--- src/rtl/dbgp_pkg.sv ---
package dbgp_pkg;
    // role of the shared pin in one control step
    typedef enum logic [2:0] {
        SK_IDLE,
        SK_FIN,
        SK_FOUT,
        SK_DIN,
        SK_DOUT
    } slot_kind_e;
endpackage

--- src/rtl/dbgp_seq.sv ---
module dbgp_seq #(
    parameter int STEPS  = 7,
    parameter int PERIOD = 3,
    localparam int SW = $clog2(STEPS + 1),
    localparam int IW = (PERIOD > 1) ? $clog2(PERIOD) : 1
) (
    input  logic          clk,
    input  logic          rst,
    output logic [SW-1:0] step_o,
    output logic [IW-1:0] iter_o,
    output logic          period_start_o,
    output logic          period_end_o
);
    typedef struct packed {
        logic [SW-1:0] step;
        logic [IW-1:0] iter;
    } seq_t;

    seq_t r_q, r_d;

    always_comb begin
        r_d = r_q;
        if (r_q.step == SW'(STEPS)) begin
            r_d.step = SW'(1);
            r_d.iter = (r_q.iter == IW'(PERIOD - 1)) ? '0 : r_q.iter + IW'(1);
        end else begin
            r_d.step = r_q.step + SW'(1);
        end
        if (rst) begin
            r_d.step = SW'(1);
            r_d.iter = '0;
        end
    end

    always_ff @(posedge clk) begin
        r_q <= r_d;
    end

    assign step_o         = r_q.step;
    assign iter_o         = r_q.iter;
    assign period_start_o = (r_q.step == SW'(1)) && (r_q.iter == '0);
    assign period_end_o   = (r_q.step == SW'(STEPS)) && (r_q.iter == IW'(PERIOD - 1));


    step_wrap_chk: assert property (@(posedge clk) disable iff (rst)
        (r_q.step == SW'(STEPS)) |=> (r_q.step == SW'(1)));

    step_range_chk: assert property (@(posedge clk) disable iff (rst)
        (r_q.step >= SW'(1)) && (r_q.step <= SW'(STEPS)));
endmodule

--- src/rtl/dbgp_slot_map.sv ---
module dbgp_slot_map
    import dbgp_pkg::*;
#(
    parameter int STEPS   = 7,
    parameter int PERIOD  = 3,
    parameter int N_STATE = 4,
    localparam int SW   = $clog2(STEPS + 1),
    localparam int IW   = (PERIOD > 1) ? $clog2(PERIOD) : 1,
    localparam int IXW  = (N_STATE > 1) ? $clog2(N_STATE) : 1,
    localparam int FREE = STEPS - 2
) (
    input  logic [SW-1:0]  step_i,
    input  logic [IW-1:0]  iter_i,
    output slot_kind_e     kind_o,
    output logic [IXW-1:0] idx_o
);
    int slot;

    always_comb begin
        slot   = int'(iter_i) * FREE + int'(step_i) - 2;
        kind_o = SK_IDLE;
        idx_o  = '0;
        if (int'(step_i) == 1) begin
            kind_o = SK_FIN;
        end else if (int'(step_i) == STEPS) begin
            kind_o = SK_FOUT;
        end else if (slot < N_STATE) begin
            kind_o = SK_DOUT;
            idx_o  = IXW'(slot);
        end else if (slot < 2 * N_STATE) begin
            kind_o = SK_DIN;
            idx_o  = IXW'(slot - N_STATE);
        end
    end
endmodule

--- src/rtl/dbg_state_port.sv ---
module dbg_state_port
    import dbgp_pkg::*;
#(
    parameter int DATA_W  = 8,
    parameter int N_STATE = 4,
    parameter int STEPS   = 7,
    parameter int PERIOD  = 3,
    localparam int SW  = $clog2(STEPS + 1),
    localparam int IW  = (PERIOD > 1) ? $clog2(PERIOD) : 1,
    localparam int IXW = (N_STATE > 1) ? $clog2(N_STATE) : 1
) (
    input  logic                      clk,
    input  logic                      rst,
    input  logic                      dbg_en,
    input  logic [DATA_W-1:0]         pin_in,
    output logic [DATA_W-1:0]         pin_out,
    output logic                      pin_oe,
    input  logic [DATA_W-1:0]         func_out,
    input  logic [N_STATE-1:0]        dp_load,
    input  logic [N_STATE*DATA_W-1:0] dp_next,
    output logic [N_STATE*DATA_W-1:0] state_out,
    output logic [SW-1:0]             step_out,
    output logic [IW-1:0]             iter_out,
    output logic                      dbg_valid
);
    typedef struct packed {
        logic [N_STATE-1:0][DATA_W-1:0] st;
        logic [N_STATE-1:0][DATA_W-1:0] ib;
        logic [N_STATE-1:0][DATA_W-1:0] ob;
        logic act;
        logic in_full;
        logic ob_full;
        logic vld;
    } core_t;

    core_t r_q, r_d;
    logic [SW-1:0]  step;
    logic [IW-1:0]  iter;
    logic           p_start, p_end;
    slot_kind_e     kind;
    logic [IXW-1:0] idx;
    logic           apply;

    dbgp_seq #(.STEPS(STEPS), .PERIOD(PERIOD)) u_seq (
        .clk(clk), .rst(rst), .step_o(step), .iter_o(iter),
        .period_start_o(p_start), .period_end_o(p_end)
    );

    dbgp_slot_map #(.STEPS(STEPS), .PERIOD(PERIOD), .N_STATE(N_STATE)) u_map (
        .step_i(step), .iter_i(iter), .kind_o(kind), .idx_o(idx)
    );

    assign apply = p_start && r_q.in_full;

    always_comb begin
        r_d     = r_q;
        r_d.vld = 1'b0;
        for (int i = 0; i < N_STATE; i++) begin
            if (apply)
                r_d.st[i] = r_q.ib[i];
            else if (dp_load[i])
                r_d.st[i] = dp_next[i*DATA_W +: DATA_W];
        end
        if (kind == SK_DOUT && r_q.ob_full && idx == IXW'(N_STATE - 1)) begin
            r_d.ob_full = 1'b0;
            r_d.vld     = 1'b1;
        end
        if (p_end && r_q.act) begin
            r_d.ob      = r_q.st;
            r_d.ob_full = 1'b1;
        end
        if (kind == SK_DIN && r_q.act) begin
            r_d.ib[idx] = pin_in;
            if (idx == IXW'(N_STATE - 1))
                r_d.in_full = 1'b1;
        end
        if (apply)
            r_d.in_full = 1'b0;
        if (p_end)
            r_d.act = dbg_en;
        if (rst)
            r_d = '0;
    end

    always_ff @(posedge clk) begin
        r_q <= r_d;
    end

    always_comb begin
        pin_oe  = 1'b0;
        pin_out = '0;
        if (kind == SK_FOUT) begin
            pin_oe  = 1'b1;
            pin_out = func_out;
        end else if (kind == SK_DOUT && r_q.ob_full) begin
            pin_oe  = 1'b1;
            pin_out = r_q.ob[idx];
        end
    end

    assign state_out = r_q.st;
    assign step_out  = step;
    assign iter_out  = iter;
    assign dbg_valid = r_q.vld;


    pin_oe_slot_chk: assert property (@(posedge clk) disable iff (rst)
        pin_oe |-> (step == SW'(STEPS) || kind == SK_DOUT));

    vld_pulse_chk: assert property (@(posedge clk) disable iff (rst)
        dbg_valid |=> !dbg_valid);

    bulk_load_chk: assert property (@(posedge clk) disable iff (rst)
        apply |=> (r_q.st == $past(r_q.ib)));

    capture_chk: assert property (@(posedge clk) disable iff (rst)
        (p_end && r_q.act) |=> (r_q.ob_full && r_q.ob == $past(r_q.st)));
endmodule

--- config.mk ---
export PLATFORM = sky130hd
export DESIGN_NAME = dbg_state_port
export DESIGN_NICKNAME = d
export VERILOG_FILES = /design/src/rtl/dbgp_pkg.sv /design/src/rtl/dbgp_seq.sv /design/src/rtl/dbgp_slot_map.sv /design/src/rtl/dbg_state_port.sv
export SDC_FILE = /design/constraint.sdc
export NUM_CORES = 1
export LEC_CHECK = 0
export BUFFER_PORTS_ARGS = -buffer_cell sky130_fd_sc_hd__buf_2
export CORE_MARGIN = 5
export CORE_UTILIZATION = 61
export CTS_BUF_LIST = sky130_fd_sc_hd__clkbuf_8
export CTS_CLUSTER_DIAMETER = 30
export DETAILED_ROUTE_END_ITERATION = 10
export PLACE_DENSITY = 0.86
export SLEW_MARGIN = 25
export SYNTH_ARGS = -nofsm -noshare
export SYNTH_HDL_FRONTEND = slang
export SYNTH_SLANG_ARGS = --single-unit
--- constraint.sdc ---
create_clock -name clk -period 7 [get_ports clk]
set_clock_uncertainty 0.15 [all_clocks]
set_input_delay 1.4 -clock clk [delete_from_list [all_inputs] [get_ports clk]]
set_output_delay 1.4 -clock clk [all_outputs]
set_load 0.01 [all_outputs]
== Yosys cells after proc, flatten, opt, wreduce, memory -nomap -nowiden ==
Index checks and enable logic that the tools add are counted.

* Register bits after elaboration: 105
* Input bits: 55
* Logic and storage cells: 82

* Add/subtract/negate cells: 5
* Multiply operators: 1
* Order comparisons: 4
* Eq/ne operators: 9
* Mux-type cells: 28
* Reductions and logical operators: 17

{| class="wikitable"
|+ Operator list
! operator !! count
|-
| $mux W8 || 12
|-
| $add A32 B4 Y32 || 1
|-
| $bwmux W32 || 1
|-
| $lt A32 B4 Y1 const B || 1
|-
| $lt A32 B5 Y1 const B || 1
|-
| $sub A32 B3 Y32 const B || 1
|-
| $bmux W8 S2 || 1
|-
| $demux W8 S2 || 1
|-
| $mux W2 || 7
|-
| $reduce_bool A2 Y1 || 5
|-
| $eq A3 B2 Y1 const B || 3
|-
| $mux W3 || 3
|-
| $logic_and A1 B1 Y1 || 8
|-
| $eq A3 B1 Y1 const B || 2
|-
| $eq A3 B3 Y1 const B || 2
|-
| $mul A2 B3 Y5 const B || 1
|-
| $eq A2 B2 Y1 const B || 2
|-
| $reduce_or A2 Y1 || 2
|-
| $add A3 B1 Y3 const B || 1
|-
| $lt A2 B3 Y1 const B || 1
|-
| $mux W1 || 3
|-
| $add A2 B1 Y2 const B || 1
|-
| $ge A2 B1 Y1 const B || 1
|-
| $logic_not A2 Y1 || 1
|-
| other kinds (2) || 2
|}

== Longest topological paths before layout ==
* Depth in word-level cells: 13
* Gate-level depth with buffers: 14

== Modules after synthesis ==
Synthesis repeated with hierarchy kept, for this count alone.

* Cells, all modules: 555
* Area total of the unflattened synthesis: 5,046.1 um^2

{| class="wikitable"
|+ By module, submodules not included
! module !! times used !! cells an instance !! area an instance (um^2)
|-
| dbg_state_port || 1 || 491 || 4,468.0
|-
| dbgp_slot_map || 1 || 42 || 359.1
|-
| dbgp_seq || 1 || 22 || 219.0
|}

== Worst setup path before layout ==
No wires, ideal clock.

* Path type: register to output
* From: register u_seq.r_q, in the netlist u_seq.iter_o[1]
* To: output pin_out[0]
* Data arrival time: 2.840 ns
* Setup slack: 2.610 ns
* Cell stages (with the launch flop): 12
* Path buffers: 0
* Cell sequence: dfxtp_1 > inv_1 > ha_1 > inv_1 > ha_1 > inv_1 > fa_1 > xnor2_1 > or3b_4 > a211o_2 > a222oi_1 > o21ai_0

* Word-level cells in the longest chain between the ends: 12
* Elaborated cells between the ends (all ways): 21

{| class="wikitable"
|+ RTL lines
! item !! RTL line !! RTL
|-
| start: declaration || dbgp_seq.sv:19 || <nowiki>seq_t r_q, r_d;</nowiki>
|-
| start signal: assignment || dbgp_seq.sv:36 || <nowiki>r_q <= r_d;</nowiki>
|-
| $mul A2 B3 Y5 (*) || dbgp_slot_map.sv:20 || <nowiki>slot = int'(iter_i) * FREE + int'(step_i) - 2;</nowiki>
|-
| $add A32 B4 Y32 (*) || dbgp_slot_map.sv:20 ||
|-
| $sub A32 B3 Y32 (*) || dbgp_slot_map.sv:20 ||
|-
| $lt A32 B5 Y1 or $sub A2 B1 Y2 (tied branches) || dbgp_slot_map.sv:30, dbgp_slot_map.sv:32 ||
|-
| $mux W2 || dbgp_slot_map.sv:30 || <nowiki>end else if (slot < 2 * N_STATE) begin</nowiki>
|-
| $mux W2 or $mux W3 (tied branches) || dbgp_slot_map.sv:27 || <nowiki>end else if (slot < N_STATE) begin</nowiki>
|-
| $mux W2 or $mux W3 (tied branches) || dbgp_slot_map.sv:25 || <nowiki>end else if (int'(step_i) == STEPS) begin</nowiki>
|-
| $mux W2 or $mux W3 (tied branches) || dbgp_slot_map.sv:23 || <nowiki>if (int'(step_i) == 1) begin</nowiki>
|-
| $bmux W8 S2 or $eq A3 B3 Y1 (tied branches) || dbg_state_port.sv:97, dbg_state_port.sv:95 ||
|-
| $mux W8 (implied by the code) or $logic_and A1 B1 Y1 (tied branches) || dbg_state_port.sv:97, dbg_state_port.sv:95 ||
|-
| $mux W8 || dbg_state_port.sv:95 || <nowiki>end else if (kind == SK_DOUT && r_q.ob_full) begin</nowiki>
|-
| $mux W8 (*) || dbg_state_port.sv:92 || <nowiki>if (kind == SK_FOUT) begin</nowiki>
|-
| end: declaration || dbg_state_port.sv:16 || <nowiki>output logic [DATA_W-1:0] pin_out,</nowiki>
|}

Mark *: on every way between the ends. The rest lies on a longest branch, timed or not. The select of a mux whose other input is x is not followed.

== Worst setup path in the final report ==
Same ends and word-level chain as after synthesis.

==> run_results.csv <==
group,metric,value,unit
run,max_cap_violations,0,
sta,finalHoldViolCount,0,
power,vdd_drop_max,0.000121,V
cts,clkTransAtPathRegs,90,ps
floorplanning,core_area,7770,µm²
routing,ant_nets,0,
placement,dpl_cell_area,5160,µm²
cts,post_cts_buffers,0,
worst_setup_path,cpMostUsedCell,"inv_1",
routing,drc_errors,0,
cts,cts_tree,"yes",
placement,port_buffers,101,
floorplanning,ios,102,
yosys,syn_nets,614,
yosys,seq_area_frac_synth,42.8,%
grt,grt_use_total,23.8,%
hold_path,hp-class,"reg -> reg",
sta,setup_tns,0,ps
outcome,status,"completed",
cts,cts_max_level,3,
worst_setup_path,slowest_delay,430,ps
floorplanning,die_x,99.7,µm
worst_setup_path,worst-path-buf-inv,4,
floorplanning,dieArea,9950,µm²
cells_and_area,design_area,5370,µm²
routing,firstDrtPassIters,5,
yosys,netlist-cell-type-count,35,
yosys,netlist_area,4910,µm²
cts,cts_hold_buffers,0,
grt,antenna_found_initial,0,
worst_setup_path,worst_setup_path_start_kind,"flip-flop",
placement,place_hpwl,8670,µm
cts,ctsLongestPathBuffers,2,
worst_setup_path,worstPathRequired,5450,ps
cts,clkLatencyLatePin,360,ps
floorplanning,fp-row-count,32,
grt,grt_pass1_wl,19100,µm
worst_setup_path,worstSetupPathType,"reg -> out",
cells_and_area,fin_nets,659,
floorplanning,dieHeight,99.7,µm
cts,root_buffer,"clkbuf_8",
yosys,ys_warn_count,0,
routing,vias,3955,
floorplanning,initial_utilization,63.2,%
cells_and_area,num_antenna_cells,0,
worst_setup_path,cp_top_family,"adder cells",
yosys,avgSynthCellArea,8.98,µm²
cts,cts_sinks,105,
worst_setup_path,crit_path_end_kind,"output pin",
sta,timing.fmax,196,MHz
power,power.density,222,nW/µm²
routing,post_drt_wl_per_cell,16.8,µm
grt,grt_max_degree,66,
routing,dr.first_iter.drc_count,237,
sta,worst_slew_pin_slew,840,ps
yosys,postSynthCellCount,547,
cells_and_area,drive_above_1_share,22.6,%
sta,min_period,5100,ps
sta,relSlewSlack,44.0,%
worst_setup_path,path_cells,"inv_1 > ha_1 > inv_1 > ha_1 > inv_1 > fa_1 > xnor2_1 > or3b_4 > a211o_2 > a222oi_1 > o21ai_0 > buf_2",
placement,place_congestion,0.860,
sta,setup_viol,0,
worst_setup_path,slowest_stage,"dfxtp_1",
routing,finalWirelength,11700,µm
worst_setup_path,worst_ep_arrival_time,3550,ps
sta,period_share,72.9,%
cts,cts_made_buffers,9,
grt,overflow,0,
grt,grt_pass1_vias,3889,
sta,maxSlewViolCount,0,
cells_and_area,area_delta_synth_final,9.32,%
yosys,synth-seq-cells,105,
worst_setup_path,worstPathMaxFanout,8,
power,p_leak,2.44,nW
cts,cts_resized,0,
routing,viasPerCell,5.68,
sta,rsz0062_at_grt,"false",
## cells by family (layout without fill, tap and decap cells)
| group | count (synthesis) | in the layout | share of synthesized area [%] |
|---|---|---|---|
| and+or+nand+nor | 183 | 183 | 17.6 |
| DFF | 105 | 105 | 42.8 |
| AOI/OAI and AO/OA | 93 | 93 | 12.2 |
| buffers and inverters | 80 | 127 | 8.97 |
| muxes | 73 | 73 | 15.1 |
| adders and majority gates | 12 | 12 | 3.21 |
| xor gates and xnor gates | 1 | 1 | 0.178 |
## worst register-to-register path: stages, from the launching register on
cell and delay, ps:
dfxtp_1 430, inv_1 160, ha_1 310, inv_1 60
ha_1 160, inv_1 60, fa_1 430, xnor2_1 180
or3b_4 400, nor4_2 370, nand3b_1 520, mux2i_1 320
## path summary, 6_finish.rpt
check                         end  cells past startpoint             from  slack [ps]
hold / removal    u_seq.step_o[0]                      1  u_seq.step_o[0]         310
setup / recovery       pin_out[0]                     12  u_seq.iter_o[1]        1900
setup reg to reg          r_q[53]                     11  u_seq.iter_o[1]        3400
hold reg to reg   u_seq.step_o[0]                      1  u_seq.step_o[0]         310
## cell usage in the layout, fill, tap and decap left out, drive strengths merged, types with 2 or more instances in the layout
cell type and count:
nand2b 44, mux2 8, o21ai 10, nand3 3, bufinv 2, nand2 79
a222oi 8, inv 12, clkbuf 10, mux2i 65, nand3b 3, nor2 40
dfxtp 105, or3b 2, a211oi 32, buf 102, ha 11, nor3 4
a21oi 40, and2 3
## cell usage after synthesis (all sizes together)
cell type	count	area, µm²
inv	12	45.0
nand3	3	15.0
nand2b	44	275
nor2b	1	6.26
dfxtp	105	2100
fa	1	20.0
clkbuf	25	93.8
mux2	8	90.1
nor3	4	20.0
or3b	2	20.0
xnor2	1	8.76
or2b	1	8.76
nand3b	3	22.5
a21oi	40	200
and2	3	20.0
buf	43	302
o31a	1	10.0
a211oi	32	240
nor2	40	150
ha	11	138
nand2	79	299
a211o	1	10.0
a222oi	8	80.1
mux2i	65	651
nor4	1	12.5
nand4	1	6.26
o21ai	10	50.1
or4	1	7.51
o21a	1	7.51
## flip-flops by register name (all words and copies together), names as in the netlist
name,cells
u_seq.step_o,3
u_seq.iter_o,2
state_out,32
dbg_valid,1
r_q,67
## power by group
group / total, W / internal (W) / switching (W)
combinational: 0.000170 / 0.0000736 / 0.0000963
clock: 0.000396 / 0.000205 / 0.000191
sequential: 0.000626 / 0.000611 / 0.0000151
## final cells by class
| class | count | area, µm² |
|---|---|---|
| fill | 616 | 2400 |
| tap | 102 | 128 |
| multi-input combinational | 362 | 2380 |
| inverter | 12 | 45.0 |
| timing repair buffer | 102 | 513 |
| clock inverter | 3 | 67.6 |
| clock buffer | 10 | 138 |
| sequential | 105 | 2100 |
## routing by layer
| metal | vias up | share of wire, % | wire (µm) | global-route usage [%] |
|---|---|---|---|---|
| li1 | 1925 | - | - | - |
| met1 | 1872 | 42 | 4950 | 30.3 |
| met2 | 130 | 49 | 5720 | 39.5 |
| met3 | 28 | 5.6 | 650 | 4.00 |
| met4 | 0 | 3.0 | 353 | 10.8 |
| met5 | - | 0 | 0 | 0 |
## per-stage QoR
step	util [%]	cells	setup slack, ps	total power (W)	hold slack [ps]
4_1_cts	69.1	696	1920	0.00119	309
6_report	69.1	696	1900	0.00119	305
5_1_grt	69.1	696	1660	0.00124	334
3_3_place_gp	66.4	683	2500	0.000801	274
3_5_place_dp	66.4	683	2300	0.000807	289
2_1_floorplan	-	547	2610	0.000761	271
Note: power is estimated with default switching activity, not from simulation.
